## config.mk

```make
export PLATFORM = sky130hd
export DESIGN_NAME = bsram_strobe_ctl
export DESIGN_NICKNAME = d
export VERILOG_FILES = /design/src/rtl/bsram_pkg.sv /design/src/rtl/bsram_strobe_ctl.sv
export SDC_FILE = /design/constraint.sdc
export NUM_CORES = 1
export LEC_CHECK = 0
export BUFFER_PORTS_ARGS = -buffer_cell sky130_fd_sc_hd__buf_2
export CORE_AREA = 2 2 39 41
export CTS_BUF_LIST = sky130_fd_sc_hd__clkbuf_8
export DETAILED_ROUTE_END_ITERATION = 16
export DIE_AREA = 0 0 41 43
export GPL_TIMING_DRIVEN = 0
export PLACE_DENSITY = 0.38
export SETUP_SLACK_MARGIN = 0.15
export SYNTH_ARGS = -nofsm -noshare
export SYNTH_HDL_FRONTEND = slang
export SYNTH_SLANG_ARGS = --single-unit
```

## constraint.sdc

```tcl
create_clock -name clk -period 1.61 [get_ports clk]
set_input_delay 0.0805 -clock clk [delete_from_list [all_inputs] [get_ports clk]]
set_output_delay 0.0805 -clock clk [all_outputs]
set_load 0.01 [all_outputs]
```

## src/rtl/bsram_pkg.sv

```systemverilog
package bsram_pkg;
  typedef enum logic [1:0] {
    SRC_NONE = 2'd0,
    SRC_PROC = 2'd1,
    SRC_CTRL = 2'd2
  } strobe_src_e;
endpackage

```

## src/rtl/bsram_strobe_ctl.sv

```systemverilog
module bsram_strobe_ctl
  import bsram_pkg::*;
(
  input  logic clk,
  input  logic rst,
  input  logic pstb_n,
  input  logic cstb_n,
  input  logic en1_n,
  input  logic en2,
  input  logic en3_n,
  input  logic wr_req,
  output logic load,
  output logic sel_hit,
  output logic access,
  output logic rd_q,
  output logic first_rd_q
);
  strobe_src_e src;
  logic        active_q;

  always_comb begin
    if (!pstb_n && !en1_n)  src = SRC_PROC;
    else if (!cstb_n)       src = SRC_CTRL;
    else                    src = SRC_NONE;
    load    = (src != SRC_NONE);
    sel_hit = !en1_n && en2 && !en3_n;
    access  = load ? sel_hit : active_q;
  end

  always_ff @(posedge clk) begin
    if (rst) begin
      active_q   <= 1'b0;
      rd_q       <= 1'b0;
      first_rd_q <= 1'b0;
    end else begin
      if (load) active_q <= sel_hit;
      rd_q       <= access && !wr_req;
      first_rd_q <= load && sel_hit && !active_q && !wr_req;
    end
  end


  desel_no_read_chk: assert property (@(posedge clk) disable iff (rst)
    (load && !sel_hit) |=> !rd_q);


  no_load_keeps_sel_chk: assert property (@(posedge clk) disable iff (rst)
    !load |=> $stable(active_q));


  proc_blocked_chk: assert property (@(posedge clk) disable iff (rst)
    (!pstb_n && en1_n && cstb_n) |-> !load);
endmodule

```

==> results.py, run 1 <==
metrics = {
    "floorplanning": {
        "initial_utilization_pct": 11.1,
        "coreArea_sq_um": 1380,
        "die_w_microns": 41,
        "dieHeight_microns": 43,
        "dieArea_sq_um": 1760,
        "fp-row-count": 14,
        "ios": 13,
    },
    "yosys": {
        "synthCells": 16,
        "synth_cell_types": 12,
        "synth_fp_nets": 24,
        "ys_seq_area_share_pct": 39.0,
        "yosys_warnings": 0,
        "synth-seq-cells": 3,
        "syn-cell-area_sq_um": 154,
        "syn_avg_cell_area_sq_um": 9.62,
    },
    "power": {
        "switching_power_uw": 65.1,
        "p_comb_share_pct": 10.1,
        "leakagePower_uw": 0.000134,
        "power_frac_clock_pct": 65.7,
        "switching_share_pct": 20.3,
        "internal_power_uw": 255,
        "power.total_uw": 320,
        "peakVddDrop_uv": 270,
        "seq_power_share_pct": 24.2,
        "powerDensity_nw_per_um2": 1150,
    },
    "routing": {
        "num_vias": 182,
        "drt_iter0_drc": 1,
        "avgViaCountPerCell": 3.79,
        "ant_nets": 0,
        "finalWirelength_microns": 416,
        "first_pass_iters": 2,
        "route.detailed.drc": 0,
        "avgRoutedWirePerCell_microns": 8.67,
    },
    "final_layout": {
        "diodes": 0,
        "most-common-layout-cells": "12 x buf_2, 3 x inv_1, 3 x dfxtp_1, 3 x clkbuf_8, 2 x o22ai_1",
        "drive_above_1_share_pct": 56.3,
        "final_cells": 48,
        "final_common_cell": "buf_2",
        "layout.nets": 41,
        "multiInputGateArea_sq_um": 86.3,
        "fill_cells": 153,
        "syn2layout_area_growth_pct": 81.3,
        "regArea_sq_um": 60.1,
    },
    "placement": {
        "place_ws_ns": 0.584,
        "hpwl_microns": 320,
        "dp.cells": 44,
        "io_buffer_count": 12,
        "gp_congestion": 0.634,
    },
    "timing": {
        "hold_viol": 0,
        "relSlewSlack_pct": 69.0,
        "rsz0062_at_grt": "false",
        "fmax_mhz": 948,
        "setup_violations": 0,
        "skew_ns": 0.00262,
        "worst_slack_ns": 0.555,
        "slew_violations": 0,
        "setup-tns-final_ns": 0,
        "worst_pin_slew_ns": 0.460,
        "period_needed_ns": 1.05,
        "finalCritPeriodShare_pct": 65.5,
    },
    "hold_path": {
        "hold-path-endpoint": "active_q",
        "hold_depth": 2,
        "hold_start": "rst",
        "hp-class": "input port to flip-flop",
    },
    "grt": {
        "grt_pass1_vias": 161,
        "grt_pass1_wl_microns": 627,
        "track_usage_pct": 6.01,
        "grt_max_degree": 6,
        "grt_antenna_before_repair": 0,
        "overflow": 0,
    },
    "clock_network": {
        "cts_tree": "done",
        "clock_latency_ns": 0.21,
        "post_cts_buffers": 0,
        "htreeDepth": 1,
        "cts.sinks": 3,
        "postCtsHoldBufs": 0,
        "cts_buffers": 3,
        "clockRootBuffer": "clkbuf_8",
        "path_clk_slew_ns": 0.03,
        "cts-resized-gates": 0,
        "clockBufferDepth": 2,
    },
    "worst_setup_path": {
        "path_cells": "or3b_2, o22ai_1",
        "cp.depth": 2,
        "cp_slowest_stage_delay_ns": 0.45,
        "r2r_slack_ns": 0.56,
        "r2r_start": "active_q",
        "crit_family": "simple AND/OR/NAND/NOR gates",
        "critPathBufInv": 0,
        "r2r.worst_path.cells": 2,
        "crit_slowest_cell": "or3b_2",
        "r2r_end": "rd_q",
        "critPathCaptureType": "flip-flop",
        "cp.arrival_ns": 1.19,
        "start_kind": "flip-flop",
        "cp.required_ns": 1.74,
        "worstPathMaxFanout": 4,
        "crit_type": "flip-flop to flip-flop",
    },
    "job": {
        "max_cap_violations": 0,
    },
    "status": {
        "outcome": "finished, final reports clean",
    },
}
[metrics by stage]
stage / utilization [%] / area, sq um / hold slack [ns]
after global routing: 20.2 / 279 / 0.152
after global placement: 16.9 / 234 / 0.366
after detailed placement: 16.9 / 234 / 0.366
after CTS: 20.2 / 279 / 0.139
after floorplan: - / 154 / 0.199
final: 20.2 / 279 / 0.149
[area by class of cell]
class	instances	share of cell area [%]
timing repair buffer	12	21.5
tap	16	7.17
sequential	3	21.5
clock buffer	3	14.8
inverter	2	2.69
multi-input combinational	11	30.9
clock inverter	1	1.35
[cells in the mapped netlist (all sizes together)]
master / count / area, sq um
a211o: 1 / 8.76
nor3: 1 / 5.00
o22ai: 2 / 12.5
inv: 2 / 7.51
or3: 1 / 6.26
dfxtp: 3 / 60.1
or3b: 2 / 20.0
nand2b: 1 / 6.26
o32ai: 1 / 16.3
o21ai: 1 / 5.00
and2: 1 / 6.26
[cell families after synthesis]
kind of cell,synth area share [%]
compound gates,27.6
buf+inv,4.88
flops,39.0
simple gates,28.5
[worst max path at each step]
stage              from      to  slack [ns]
6_report       active_q    rd_q        0.56
5_1_grt        active_q    rd_q        0.53
4_1_cts        active_q    rd_q        0.56
3_5_place_dp      en1_n  access        0.58
3_3_place_gp   active_q    rd_q        0.56
2_1_floorplan  active_q    rd_q        0.64
[power by group through the flow]
stage | registers (uW) | logic (uW) | clock network, uW
after global placement | 78.4 | 32.9 | 0
after floorplan | 78.6 | 14.9 | 0
final | 77.5 | 32.5 | 210
after detailed placement | 78.4 | 32.4 | 0
after CTS | 77.4 | 32.4 | 219
after global routing | 77.5 | 35.6 | 232
[state kept, by name (all words and copies together), names as in the netlist]
register,flops
first_rd_q,1
rd_q,1
active_q,1
[per-layer routing]
metal	track usage [%]	wire length, microns	vias up
li1	-	-	93
met4	6.00	0	0
met1	7.99	206	76
met2	5.31	148	13
met5	0	0	-
met3	4.71	60	0
(Power assumes the default switching activity.)
==> run 2, diff against run 1 <==
==> constraint.sdc (replaced) <==
create_clock -name clk -period 1 [get_ports clk]
set_input_delay 0.05 -clock clk [delete_from_list [all_inputs] [get_ports clk]]
set_output_delay 0.05 -clock clk [all_outputs]
set_load 0.01 [all_outputs]
==> results.py, run 2 (synthesized netlist as in run 1, its figures left out) <==
metrics = {
    "floorplanning": {
        "ios": 13,
        "dieArea_sq_um": 1760,
        "die_w_microns": 41,
        "dieHeight_microns": 43,
        "fp-row-count": 14,
        "coreArea_sq_um": 1380,
        "initial_utilization_pct": 11.1,
    },
    "timing": {
        "fmax_mhz": 1080,
        "whs_ns": 0.106,
        "relSlewSlack_pct": 75.1,
        "skew_ns": 0.000655,
        "setup-tns-final_ns": 0,
        "hold_viol": 0,
        "period_needed_ns": 0.923,
        "setup_violations": 0,
        "rsz0062_at_grt": "true",
        "finalCritPeriodShare_pct": 92.3,
        "worst_pin_slew_ns": 0.371,
        "slew_violations": 0,
    },
    "routing": {
        "first_pass_iters": 4,
        "ant_nets": 0,
        "avgRoutedWirePerCell_microns": 9.38,
        "avgViaCountPerCell": 3.82,
        "num_vias": 191,
        "drt_iter0_drc": 6,
        "finalWirelength_microns": 469,
        "route.detailed.drc": 0,
    },
    "clock_network": {
        "cts_buffers": 3,
        "clockBufferDepth": 2,
        "path_clk_slew_ns": 0.03,
        "cts_tree": "done",
        "clock_latency_ns": 0.21,
        "postCtsHoldBufs": 0,
        "htreeDepth": 1,
        "cts.sinks": 3,
        "clockRootBuffer": "clkbuf_8",
    },
    "final_layout": {
        "final_common_cell": "buf_2",
        "fill_cells": 159,
        "most-common-layout-cells": "11 x buf_2, 3 x inv_1, 3 x clkbuf_8",
        "diodes": 0,
        "reg.largest.list": "active_q: 1 flops, first_rd_q: 1 flops, rd_q: 1 flops",
        "multiInputGateArea_sq_um": 100,
        "regArea_sq_um": 61.3,
        "drive_above_1_share_pct": 67.6,
        "final_cell_area_sq_um": 315,
        "syn2layout_area_growth_pct": 105,
        "layout.nets": 43,
    },
    "power": {
        "p_comb_share_pct": 12.0,
        "seq_power_share_pct": 23.8,
        "switching_power_uw": 106,
        "powerDensity_nw_per_um2": 1660,
        "switching_share_pct": 20.2,
        "leakagePower_uw": 0.000149,
        "internal_power_uw": 418,
        "power_frac_clock_pct": 64.1,
        "peakVddDrop_uv": 229,
    },
    "worst_setup_path": {
        "r2r.worst_path.cells": 2,
        "start_kind": "flip-flop",
        "worstPathMaxFanout": 4,
        "cp.required_ns": 1.14,
        "r2r_slack_ns": 0.08,
        "crit_type": "flip-flop to flip-flop",
        "endpoint": "rd_q",
        "r2r_start": "active_q",
        "r2r_end": "rd_q",
        "crit_start": "active_q",
        "critPathCaptureType": "flip-flop",
        "cp.arrival_ns": 1.06,
    },
    "grt": {
        "overflow": 0,
        "grt_pass1_vias": 200,
        "grt_pass1_wl_microns": 841,
        "grt_max_degree": 6,
        "grt_antenna_before_repair": 0,
        "track_usage_pct": 7.51,
    },
    "hold_path": {
        "hp-class": "input port to flip-flop",
    },
    "placement": {
        "gp_congestion": 0.674,
        "io_buffer_count": 12,
        "placed_cell_area_sq_um": 238,
    },
    "status": {
        "outcome": "finished, final reports clean",
    },
    "job": {
        "max_cap_violations": 0,
    },
}
==> run 2: cell type report <==
type                    count  share of cell area (%)
well taps                  16                    6.35
clock buffers               3                    13.1
inverters                   2                    2.38
clock inverters             1                    1.19
multi-input cells          11                    31.7
repair buffers             14                    25.8
flip-flops and latches      3                    19.4
==> run 2: power groups by stage <==
stage	Clock [uW]	Sequential, uW	Combinational [uW]
2_1_floorplan	0	127	24.3
3_3_place_gp	0	127	53.7
3_5_place_dp	0	126	53.9
4_1_cts	350	125	61.7
5_1_grt	366	125	70.5
6_report	336	125	62.9
==> run 2: what timing repair did <==
action	4_1_cts	5_1_grt
endpoints found under the hold margin	0	0
gates resized for setup	3	1
buffers inserted	2	0
pin swaps	1	2
endpoints found under the setup margin	4	3
==> run 2: critical path: stages, from the launching register on <==
cell and delay (ns):
dfxtp_2 0.34, or3b_4 0.37, o22ai_2 0.14
==> run 2: how the worst min path moves through the flow <==
stage / start / slack [ns] / to / cells past startpoint
2_1_floorplan: rst / 0.16 / active_q / 1
3_3_place_gp: rst / 0.33 / active_q / 2
3_5_place_dp: rst / 0.33 / active_q / 2
4_1_cts: rst / 0.1 / active_q / 2
5_1_grt: rst / 0.11 / active_q / 2
6_report: rst / 0.11 / active_q / 2
==> run 2: routing by layer <==
metal	share of wire [%]	vias up	track usage, %
met3	11	0	1.57
met2	43	12	9.06
met1	46	83	9.87
li1	-	96	-
met5	0	-	0
met4	0	0	8.00
==> run 2: metrics by stage <==
step	util (%)	setup WS, ns	total power (uW)	std cells
detailed placement	17.2	0.0254	180	44
global placement	17.2	0.0470	180	44
finish	22.8	0.0774	524	50
floorplan	-	0.127	151	16
CTS	22.3	0.0719	536	50
global route	22.8	0.0418	562	50
==> run 3, diff against run 2 <==
--- a/config.mk
+++ b/config.mk
@@ -5,13 +5,13 @@
 export SDC_FILE = /design/constraint.sdc
 export NUM_CORES = 1
 export LEC_CHECK = 0
+export ABC_AREA = 1
 export BUFFER_PORTS_ARGS = -buffer_cell sky130_fd_sc_hd__buf_2
 export CORE_AREA = 2 2 39 41
 export CTS_BUF_LIST = sky130_fd_sc_hd__clkbuf_8
 export DETAILED_ROUTE_END_ITERATION = 16
 export DIE_AREA = 0 0 41 43
-export GPL_TIMING_DRIVEN = 0
-export PLACE_DENSITY = 0.38
+export PLACE_DENSITY = 0.37
 export SETUP_SLACK_MARGIN = 0.15
 export SYNTH_ARGS = -nofsm -noshare
 export SYNTH_HDL_FRONTEND = slang
==> results.py, run 3 <==
metrics = {
    "yosys": {
        "synth_fp_nets": 27,
        "synth_common_cells": "5 x nand2_2, 3 x dfxtp_1, 3 x inv_1, 2 x nand2_1, 2 x nor2_1",
        "ys.flop_type": "dfxtp_1",
        "synthCells": 19,
        "synth_edf_count": 0,
        "yosysMostFrequentCell": "nand2_2",
        "syn_avg_cell_area_sq_um": 7.57,
        "synthTopCellsByArea": "dfxtp_1 42%, nand2_2 22%, inv_1 7.8%",
        "ys_seq_area_share_pct": 41.7,
        "synth-seq-cells": 3,
        "async_reset_ff_share_pct": 0,
        "synth_top_area_cell": "dfxtp_1",
        "syn-cell-area_sq_um": 144,
        "synth_top_area_share_pct": 41.7,
        "yosys_warnings": 0,
        "synth_cell_types": 9,
    },
    "clock_network": {
        "path_clk_slew_ns": 0.03,
        "clock_latency_ns": 0.21,
        "htreeDepth": 1,
        "cts_buffers": 3,
        "cts_tree": "done",
        "cts.sinks": 3,
        "clockRootBuffer": "clkbuf_8",
        "clockBufferDepth": 2,
    },
    "timing": {
        "setup_violations": 0,
        "skew_ns": 0.00215,
        "setup-tns-final_ns": 0,
        "period_needed_ns": 0.839,
        "rsz0062_at_grt": "true",
        "worst_pin_slew_ns": 0.0881,
        "fmax_mhz": 1190,
        "finalCritPeriodShare_pct": 83.9,
        "slew_violations": 0,
        "worst_slack_ns": 0.161,
        "hold_viol": 0,
        "relSlewSlack_pct": 94.1,
    },
    "grt": {
        "grt_max_degree": 3,
        "grt_antenna_before_repair": 0,
        "grt_pass1_wl_microns": 379,
        "track_usage_pct": 4.02,
        "overflow": 0,
        "grt_pass1_vias": 127,
    },
    "worst_setup_path": {
        "r2r.worst_path.cells": 5,
        "cp.arrival_ns": 0.79,
        "cp.required_ns": 0.95,
        "r2r_slack_ns": 0.21,
        "worstPathMaxFanout": 2,
        "r2r_start": "active_q",
        "r2r_end": "active_q",
        "critPathCaptureType": "output port",
        "start_kind": "flip-flop",
        "crit_type": "flip-flop to output port",
    },
    "routing": {
        "route.detailed.drc": 0,
        "first_pass_iters": 2,
        "avgViaCountPerCell": 3.00,
        "num_vias": 156,
        "drt_iter0_drc": 1,
        "avgRoutedWirePerCell_microns": 6.21,
        "ant_nets": 0,
        "finalWirelength_microns": 323,
    },
    "power": {
        "leakagePower_uw": 0.000163,
        "power.total_uw": 507,
        "powerDensity_nw_per_um2": 1790,
        "peakVddDrop_uv": 616,
    },
    "hold_path": {
        "hold_start": "wr_req",
        "hp-class": "input port to flip-flop",
        "hold_depth": 2,
        "hold-path-endpoint": "rd_q",
    },
    "final_layout": {
        "diodes": 0,
        "fin_util_pct": 20.5,
        "reg.largest.list": "active_q: 1 flops, first_rd_q: 1 flops, rd_q: 1 flops",
        "drive_above_1_share_pct": 69.4,
        "syn2layout_area_growth_pct": 97.4,
        "layout.nets": 45,
        "fill_cells": 159,
        "final_cell_area_sq_um": 284,
        "most-common-layout-cells": "11 x buf_2, 5 x nand2_2, 4 x inv_1, 3 x clkbuf_8",
        "final_common_cell": "buf_2",
    },
    "placement": {
        "io_buffer_count": 12,
        "place_ws_ns": 0.309,
        "hpwl_microns": 279,
        "placed_cell_area_sq_um": 224,
        "gp_congestion": 0.650,
    },
    "floorplanning": {
        "fp-row-count": 14,
        "die_w_microns": 41,
        "initial_utilization_pct": 10.4,
        "dieArea_sq_um": 1760,
        "dieHeight_microns": 43,
        "ios": 13,
        "coreArea_sq_um": 1380,
    },
    "job": {
        "max_cap_violations": 0,
    },
    "status": {
        "outcome": "finished, final reports clean",
    },
}
==> run 3: changes by cell type in the layout (fill, tap and decap cells not counted), moves of 2 or more <==
cell and change:
nand2_1 +2, nand2_2 +5, nor2_1 +2, or3b_4 -2
==> run 3: cell families after synthesis <==
logic type	share of synthesized area (%)
and+or+nand+nor	47.8
DFF	41.7
buffers and inverters	10.4
==> run 3: critical path, stage by stage (launching register included) <==
cell	delay, ns
dfxtp_2	0.31
nand3_1	0.08
nand2_2	0.08
buf_6	0.10
==> run 3: stage by stage <==
stage	hold slack [ns]	std cells
6_report	0.0212	52
5_1_grt	0.0162	52
4_1_cts	0.0191	52
3_5_place_dp	0.240	47
3_3_place_gp	0.239	47
2_1_floorplan	0.117	19
==> run 3: report_power, final <==
group	total (uW)	internal [uW]	leakage [uW]	switching, uW
combinational	52.7	26.0	0.000111	26.7
clock	330	260	0.0000269	69.9
sequential	124	123	0.0000247	0.886
total	507	410	0.000163	97.5
==> run 3: how the worst max path moves through the flow <==
stage | start | end | slack [ns] | depth (start not counted)
after floorplan | active_q | rd_q | 0.33 | 4
after global placement | active_q | rd_q | 0.33 | 4
after detailed placement | active_q | rd_q | 0.31 | 4
after CTS | active_q | access | 0.15 | 3
after global routing | active_q | access | 0.12 | 3
final | active_q | access | 0.16 | 3
==> run 3: layout make-up <==
type                       instances  area (sq um)  area share [%]
clock inverter                     1          3.75            1.32
timing repair buffer              13          73.8            26.0
multi-input combinational         12          68.8            24.2
sequential                         3          61.3            21.6
inverter                           4          15.0            5.29
tap                               16          20.0            7.05
clock buffer                       3          41.3            14.5
==> run 3: per-layer routing <==
layer / up-vias / wire length [microns] / share of wire (%) / global-route usage, %
li1: 87 / - / - / -
met1: 61 / 127 / 39 / 2.26
met2: 8 / 155 / 48 / 5.63
met3: 0 / 40 / 12 / 3.14
met4: 0 / 0 / 0 / 6.00
met5: - / 0 / 0 / 0
==> run 3: timing repair <==
item,4_1_cts,5_1_grt
buffers inserted,1,0
pin swaps,1,0
gates resized for setup,2,0
hold buffers,0,0
setup endpoints to repair,1,1
gates cloned,0,0
